==> config.mk <==
export PLATFORM = sky130hd
export DESIGN_NAME = agu_top
export DESIGN_NICKNAME = d
export VERILOG_FILES = /design/src/rtl/agu_pkg.sv /design/src/rtl/agu_mem_addr.sv /design/src/rtl/agu_branch.sv /design/src/rtl/agu_page_split.sv /design/src/rtl/agu_top.sv
export SDC_FILE = /design/constraint.sdc
export NUM_CORES = 1
export LEC_CHECK = 0
export ABC_AREA = 0
export BUFFER_PORTS_ARGS = -buffer_cell sky130_fd_sc_hd__buf_2
export CAP_MARGIN = 20
export CORE_MARGIN = 2
export CORE_UTILIZATION = 45
export CTS_CLUSTER_DIAMETER = 40
export DETAILED_ROUTE_END_ITERATION = 6
export PLACE_DENSITY = 0.76
export RECOVER_POWER = 25
export SLEW_MARGIN = 5
export SYNTH_ARGS = -nofsm -noshare
export SYNTH_HDL_FRONTEND = slang
export SYNTH_HIERARCHICAL = 1
export SYNTH_SLANG_ARGS = --single-unit
==> constraint.sdc <==
create_clock -name clk -period 9.5 [get_ports clk]
set_input_delay 1.9 -clock clk [delete_from_list [all_inputs] [get_ports clk]]
set_output_delay 1.9 -clock clk [all_outputs]
set_load 0.02 [all_outputs]
==> src/rtl/agu_pkg.sv <==
package agu_pkg;

    typedef enum logic [1:0] {
        OP_MEM    = 2'b00,
        OP_MEM_UQ = 2'b01,
        OP_BRANCH = 2'b10,
        OP_NONE   = 2'b11
    } agu_op_e;

    typedef enum logic [2:0] {
        BC_ALWAYS = 3'b000,
        BC_EQZ    = 3'b001,
        BC_NEZ    = 3'b010,
        BC_LTZ    = 3'b011,
        BC_GEZ    = 3'b100
    } agu_cond_e;

    localparam int unsigned SIZE_CODES = 4;

endpackage

==> src/rtl/agu_mem_addr.sv <==
module agu_mem_addr #(
    parameter int unsigned XLEN   = 64,
    parameter int unsigned DISP_W = 16
) (
    input  logic [XLEN-1:0]   base,
    input  logic [DISP_W-1:0] disp,
    input  logic [1:0]        size,
    input  logic              round_qw,
    output logic [XLEN-1:0]   ea,
    output logic              fault
);
    localparam int unsigned EXT_W  = XLEN - DISP_W;
    localparam int unsigned QW_LSB = 3;
    localparam int unsigned NSIZE  = agu_pkg::SIZE_CODES;

    logic [XLEN-1:0]  sum;
    logic [NSIZE-1:0] mis;

    assign sum = base + {{EXT_W{disp[DISP_W-1]}}, disp};

    // one misalignment bit per size code; size code s covers 2**s bytes
    assign mis[0] = 1'b0;
    for (genvar g = 1; g < NSIZE; g++) begin : g_mis
        assign mis[g] = |sum[g-1:0];
    end

    assign ea    = round_qw ? {sum[XLEN-1:QW_LSB], {QW_LSB{1'b0}}} : sum;
    assign fault = !round_qw && mis[size];

endmodule

==> src/rtl/agu_branch.sv <==
module agu_branch #(
    parameter int unsigned XLEN    = 64,
    parameter int unsigned BDISP_W = 21
) (
    input  logic [XLEN-1:0]    pc,
    input  logic [BDISP_W-1:0] bdisp,
    input  logic [XLEN-1:0]    cond_val,
    input  logic [2:0]         cond,
    output logic [XLEN-1:0]    target,
    output logic [XLEN-1:0]    seq_pc,
    output logic               taken
);
    import agu_pkg::*;

    localparam int unsigned SHIFT      = 2;
    localparam int unsigned INSN_BYTES = 1 << SHIFT;
    localparam int unsigned EXT_W      = XLEN - BDISP_W - SHIFT;

    logic [XLEN-1:0] offset;
    logic            is_zero;
    logic            is_neg;

    assign seq_pc  = pc + XLEN'(INSN_BYTES);
    assign offset  = {{EXT_W{bdisp[BDISP_W-1]}}, bdisp, {SHIFT{1'b0}}};
    assign target  = seq_pc + offset;
    assign is_zero = (cond_val == '0);
    assign is_neg  = cond_val[XLEN-1];

    always_comb begin
        case (agu_cond_e'(cond))
            BC_ALWAYS: taken = 1'b1;
            BC_EQZ:    taken = is_zero;
            BC_NEZ:    taken = !is_zero;
            BC_LTZ:    taken = is_neg;
            BC_GEZ:    taken = !is_neg;
            default:   taken = 1'b0;
        endcase
    end

endmodule

==> src/rtl/agu_page_split.sv <==
module agu_page_split #(
    parameter int unsigned XLEN   = 64,
    parameter int unsigned PAGE_W = 13
) (
    input  logic [XLEN-1:0]        addr,
    output logic [XLEN-PAGE_W-1:0] vpn,
    output logic [PAGE_W-1:0]      offset
);
    assign vpn    = addr[XLEN-1:PAGE_W];
    assign offset = addr[PAGE_W-1:0];
endmodule

==> src/rtl/agu_top.sv <==
module agu_top #(
    parameter int unsigned XLEN    = 64,
    parameter int unsigned DISP_W  = 16,
    parameter int unsigned BDISP_W = 21,
    parameter int unsigned PAGE_W  = 13
) (
    input  logic                     clk,
    input  logic                     rst_n,
    input  logic                     in_valid,
    input  logic [1:0]               op,
    input  logic [1:0]               size,
    input  logic [2:0]               cond,
    input  logic [XLEN-1:0]          base,
    input  logic [XLEN-1:0]          cond_val,
    input  logic [XLEN-1:0]          pc,
    input  logic [DISP_W-1:0]        disp,
    input  logic [BDISP_W-1:0]       bdisp,
    output logic                     out_valid,
    output logic [XLEN-1:0]          addr,
    output logic [XLEN-1:0]          next_pc,
    output logic                     taken,
    output logic                     align_fault,
    output logic [XLEN-PAGE_W-1:0]   page_num,
    output logic [PAGE_W-1:0]        page_off
);
    import agu_pkg::*;

    typedef struct packed {
        logic            valid;
        logic [XLEN-1:0] addr;
        logic [XLEN-1:0] next_pc;
        logic            taken;
        logic            fault;
    } res_t;

    res_t res_d, res_q;

    logic [XLEN-1:0] mem_ea;
    logic            mem_fault;
    logic [XLEN-1:0] br_target;
    logic [XLEN-1:0] br_seq;
    logic            br_taken;

    agu_mem_addr #(.XLEN(XLEN), .DISP_W(DISP_W)) u_mem (
        .base     (base),
        .disp     (disp),
        .size     (size),
        .round_qw (op == OP_MEM_UQ),
        .ea       (mem_ea),
        .fault    (mem_fault)
    );

    agu_branch #(.XLEN(XLEN), .BDISP_W(BDISP_W)) u_br (
        .pc       (pc),
        .bdisp    (bdisp),
        .cond_val (cond_val),
        .cond     (cond),
        .target   (br_target),
        .seq_pc   (br_seq),
        .taken    (br_taken)
    );

    always_comb begin
        res_d       = res_q;
        res_d.valid = 1'b0;
        if (in_valid) begin
            case (agu_op_e'(op))
                OP_MEM, OP_MEM_UQ: begin
                    res_d.valid   = 1'b1;
                    res_d.addr    = mem_ea;
                    res_d.next_pc = br_seq;
                    res_d.taken   = 1'b0;
                    res_d.fault   = mem_fault;
                end
                OP_BRANCH: begin
                    res_d.valid   = 1'b1;
                    res_d.addr    = br_target;
                    res_d.next_pc = br_taken ? br_target : br_seq;
                    res_d.taken   = br_taken;
                    res_d.fault   = 1'b0;
                end
                default: ;
            endcase
        end
    end

    always_ff @(posedge clk) begin
        if (!rst_n) res_q <= '0;
        else        res_q <= res_d;
    end

    agu_page_split #(.XLEN(XLEN), .PAGE_W(PAGE_W)) u_page (
        .addr   (res_q.addr),
        .vpn    (page_num),
        .offset (page_off)
    );

    assign out_valid   = res_q.valid;
    assign addr        = res_q.addr;
    assign next_pc     = res_q.next_pc;
    assign taken       = res_q.taken;
    assign align_fault = res_q.fault;

endmodule

Word level (Yosys, flattened, before mapping)
Index checks and enable logic that the tools add are counted.
W data, S select, Z words.
Word-level totals
  bits in read-only memories: 0
  logic and storage cells: 34
  flip-flop bits (word level): 131
  memory bits (writable): 0
  memories kept: 0
  output and inout bits: 195
  input port bits: 239
  bits in latches: 0
Cells by class
  div/mod/pow operators: 0
  add/subtract/negate cells: 3
  multiplexer cells: 6
  reduce and logical (&&, ||, !) cells: 13
  $lt $le $gt $ge: 1
  shift-type cells: 0
  eq/ne operators: 6
  bitwise gates (word level): 0
  multipliers: 0
Operator list (number)
  $pmux W131 S2: 1
  $add A64 B64 Y64: 2
  $add A64 B3 Y64 const B: 1
  $logic_not A64 Y1: 1
  $mux W64: 1
  $eq A3 B2 Y1 const B: 2
  $pmux W1 S5: 1
  $reduce_and A2 Y1: 2
  $reduce_or A2 Y1: 2
  $eq A3 B1 Y1 const B: 1
  $eq A3 B3 Y1 const B: 1
  $logic_not A1 Y1: 3
  $logic_not A3 Y1: 1
  $lt A2 B3 Y1 const B: 1
  $mux W3: 1
  $reduce_or A3 Y1: 1
  $bmux W1 S2: 1
  $eq A2 B1 Y1 const B: 1
  $eq A2 B2 Y1 const B: 1
  $logic_not A2 Y1: 1
  $reduce_bool A2 Y1: 1
  $logic_and A1 B1 Y1: 1
  $mux W1: 1

Depth between registers and ports, before layout
  word-level depth: 6
  mapped depth: 24
  depth with buffers taken out: 22

By module
The synthesis kept the hierarchy.
By module, submodules not included
  agu_top: cells an instance 665, area each 5739.3 um^2, seq. area each 2622.5 um^2, times used 1
  agu_branch: cells an instance 723, area each 4918.5 um^2, seq. area each 0.0 um^2, times used 1
  agu_mem_addr: cells an instance 564, area each 3784.9 um^2, seq. area each 0.0 um^2, times used 1
  agu_page_split: cells an instance 64, area each 480.5 um^2, seq. area each 0.0 um^2, times used 1

Worst setup path after synthesis
OpenSTA, ideal clock, no wires.
  kind: input-to-reg
  start: input port pc[8]
  end: register res_q (netlist bit next_pc[63])
  data arrival time: 6328 ps
  stages on the path: 22
  data required time: 9430 ps
  setup time: 70 ps
  buffers on the path: 0
  slack: 3102 ps
  cells stage by stage: and4_4 and4_4 and4_4 nand4_4 nor4_1 nor2b_1 nand3_1 xnor2_1 ha_1 a21oi_1 o21bai_1 a21o_1 a21o_1 a21o_1 a21o_1 a221o_1 or3b_2 o221ai_1 xnor2_1 nand3b_1 o21ai_0 a21oi_1
Between the ends
  cells in the longest elaborated chain, start to end: 4
Ends and longest elaborated chain
  from (decl): RTL line agu_top.sv:15  | input logic [XLEN-1:0] pc,
  $add A64 B3 Y64: RTL line agu_branch.sv:23  | assign seq_pc = pc + XLEN'(INSN_BYTES);
  net br_seq[52]: RTL line agu_top.sv:41  | logic [XLEN-1:0] br_seq;
  $add A64 B64 Y64: RTL line agu_branch.sv:25  | assign target = seq_pc + offset;
  net br_target[63]: RTL line agu_top.sv:40  | logic [XLEN-1:0] br_target;
  $mux W64: RTL line agu_top.sv:78  | res_d.next_pc = br_taken ? br_target : br_seq;
  $pmux W131 S2: RTL line agu_top.sv:67  | case (agu_op_e'(op))
  to (signal assigned): RTL line agu_top.sv:89  | else res_q <= res_d;
  to (decl): RTL line agu_top.sv:36  | res_t res_d, res_q;
The timed path passes the listed nets, and every way through them passes these cells.
A chain may end at the register's enable or synchronous reset.

Worst setup path after layout
  start: input port pc[27]
  end: register res_q (netlist bit next_pc[63])
The elaborated chain is that of the path after synthesis.

==> out/metrics.csv <==
metric;value;unit
routed wire length;60600;um
CTS tree;done;
end of the worst register-to-register path;addr[59]$_SDFFE_PN0P_;
Max-Cap Viols;0;
TNS Setup;0;ps
Reg2Reg Setup Slack;8590;ps
Port Buf Inserts;433;
wire per inst;22.0;um
RD Place Congestion;1.04;
post-layout util;0.531;
Slew headroom;0.303;
fmax;140;MHz
Layout area overhead;16.0;%
starting density of the core;0.457;
Worst Path Buf+Inv;2;
Initial DRC Count;1921;
Layout fillers;3228;
Synth Cell Area;0.0149;sq mm
Distinct cells, synth;85;
DP Wirelength;45900;um
H-tree levels;4;
crit path DAT;7410;ps
Critical Path End Type;flop;
Crit path required time;9780;ps
leakage;7.49;nW
clock buffer depth;2;
nets;2660;
clock sink total;131;
Crit Path Max Fanout;5;
antenna violations before repair;16;
Tcrit/Tclk final;0.750;
global-route wire length before repair;89500;um
Primary FF master, synth;dfxtp_1;
Post-CTS Setup Bufs;0;
layout cells sized above 1;0.189;
switching part of the total;0.414;
area of placed instances;0.0167;sq mm
Clk Latency, worst-skew pair;430;ps
Die Span Y;186;um
Vias;17250;
final instance area;0.0173;sq mm
fin. max-slew vios;0;
commonest non-fill, non-tap cell in the layout;buf_2;
hold depth;2;
core area;0.0326;sq mm
FF-to-FF path depth;2;
RR Startpoint;addr[59]$_SDFFE_PN0P_;
Clk network pwr share;0.303;
RSZ-0062 raised after global routing;false;
Routed Antenna Nets;0;
hold path endpoint;align_fault$_SDFFE_PN0P_;
crit-path cells;buf_2 > nand3_1 > nor3_1 > and3_1 > nand2_1 > nor4_1 > buf_4 > nor2b_1 > nand3_1 > xnor2_1 > ha_1 > a21oi_1 > o21bai_1 > a21o_1 > a21o_1 > a21o_1 > a21o_1 > a221o_1 > or3b_2 > o221ai_1 > xnor2_1 > nand3b_1 > o21ai_0 > a21oi_1;
worst hold start;align_fault$_SDFFE_PN0P_;
failing checks;design-rule violations;
die area;0.0346;sq mm
Crit path max-delay family;simple AND/OR/NAND/NOR gates;
CTS root buffer;clkbuf_16;
critical setup path kind;primary input to flop;
cts hold-fix bufs;0;
setup violators final;0;
register area share after synthesis;0.176;
P_sw;1.03;mW
Reg clk slew, reported paths;60;ps
crit-path max cell delay;540;ps
most frequent cells in the layout;350 x buf_2, 286 x a21oi_1, 186 x o21ai_0, 133 x nand2_1;
gr usage total;0.335;
Final Hold Fails;0;
status;finished with violations;
vias in the first global route;15828;
combinational cell fraction of total power;0.442;
I/O pin cnt;434;
count of state elements after synthesis;131;
internal power;1.47;mW
clock skew;0;ps
Worst Hold Slack;477;ps
Num CTS Buffers;17;
pin count of the biggest net entering global routing;93;
Avg Synthesized Cell Area;7.40;sq um
crit path launch type;primary input;
Pre-Repair DR Iteration Count;7;
CP max stage cell;nor3_1;
Post-synth EDFFs;0;
Top cell by count, worst path;a21o_1;
post-CTS sizing;0;
Seq pwr share;0.255;
Pwr Density;145;mW/mm^2
aggregate global routing overflow;0;
Core Rows;66;
Mapped Nets;2388;
Worst-Margin Slew;1050;ps
Post-synth ARST share;0;
yosys warns;6;
peak supply drop;0.000134;V
synthesized netlist cell count;2016;
Tmin final;7130;ps
post-DR vias/cell;6.26;
Die Width;186;um
Post-route DRC;2;
Post-Layout Cell Count;2756;
Placed Instances;2711;
Hold Crit Class;flop to flop;
power groups by stage:
stage / registers, mW / clock network [mW] / logic [mW]
finish: 0.639 / 0.757 / 1.11
global route: 0.644 / 0.787 / 1.19
CTS: 0.636 / 0.766 / 1.08
detailed placement: 0.648 / 0 / 1.07
global placement: 0.646 / 0 / 1.06
floorplan: 0.699 / 0 / 0.696
registers in the layout, summed over array words and instances (netlist names):
| signal | count |
|---|---|
| addr | 64 |
| align_fault | 1 |
| next_pc | 64 |
| out_valid | 1 |
| taken | 1 |
layout make-up:
| class | count | area [sq um] | share of cell area |
|---|---|---|---|
| Inverter | 39 | 146 | 0.00846 |
| Tap cell | 442 | 553 | 0.0320 |
| Timing Repair Buffer | 446 | 2170 | 0.125 |
| Multi-Input combinational cell | 1653 | 11100 | 0.643 |
| Sequential cell | 131 | 2620 | 0.152 |
| Antenna cell | 13 | 32.5 | 0.00188 |
| Clock buffer | 19 | 443 | 0.0256 |
| Clock inverter | 13 | 208 | 0.0120 |
stage by stage:
stage / total power, mW / setup slack (ps)
final: 2.50 / 2370
after global routing: 2.62 / 2110
after CTS: 2.48 / 2510
after detailed placement: 1.72 / 2100
after global placement: 1.71 / 2170
after floorplan: 1.40 / 3100
how the worst max path moves through the flow:
stage	to	slack, ps	depth (start not counted)	start
after floorplan	next_pc[63]$_SDFFE_PN0P_	3100	22	pc[8]
after global placement	next_pc[63]$_SDFFE_PN0P_	2170	22	pc[8]
after detailed placement	next_pc[63]$_SDFFE_PN0P_	2100	24	pc[27]
after CTS	next_pc[63]$_SDFFE_PN0P_	2510	24	pc[27]
after global routing	next_pc[63]$_SDFFE_PN0P_	2110	24	pc[27]
final	next_pc[63]$_SDFFE_PN0P_	2370	24	pc[27]
layer usage:
metal / GRT usage / part of all wire / vias to the layer above
li1: - / - / 8081
met1: 0.422 / 0.40 / 7986
met2: 0.527 / 0.45 / 1017
met3: 0.0800 / 0.10 / 160
met4: 0.184 / 0.048 / 6
met5: 0 / 0.00059 / -
synth_stat cells, types with 15 or more instances:
cell type  number  share of area
a21oi_1       286          0.096
o21ai_0       186          0.062
nand2_1       133          0.033
dfxtp_1       131           0.18
ha_1          131           0.11
xnor2_1       118          0.069
nor2_1         94          0.024
a21o_1         76          0.038
o22ai_1        75          0.031
buf_4          70          0.035
o221ai_1       65          0.038
clkbuf_1       61          0.015
xor2_1         59          0.035
nand3b_1       57          0.029
nand4_1        54          0.023
buf_2          45          0.015
nand3_1        45          0.015
inv_1          39         0.0098
o21bai_1       29          0.015
nor3_1         23         0.0077
nor4_1         22         0.0092
a31oi_1        18         0.0075
and3_1         16         0.0067
buf_1          15         0.0038
cells by family (layout without fill, tap and decap cells):
family,after synthesis,count (layout),synth area share
compound gates,824,824,0.342
simple gates,518,518,0.185
buf+inv,232,517,0.0803
xor+xnor,178,178,0.105
fa+ha+maj,133,133,0.113
flops,131,131,0.176
other cells,0,13,0
worst register-to-register path: cells and delay by family (launching register included):
family | cells | cell delay, ps
AOI/OAI and AO/OA | 2 | 340
DFF | 1 | 510
Note: power is estimated with default switching activity, not from simulation.
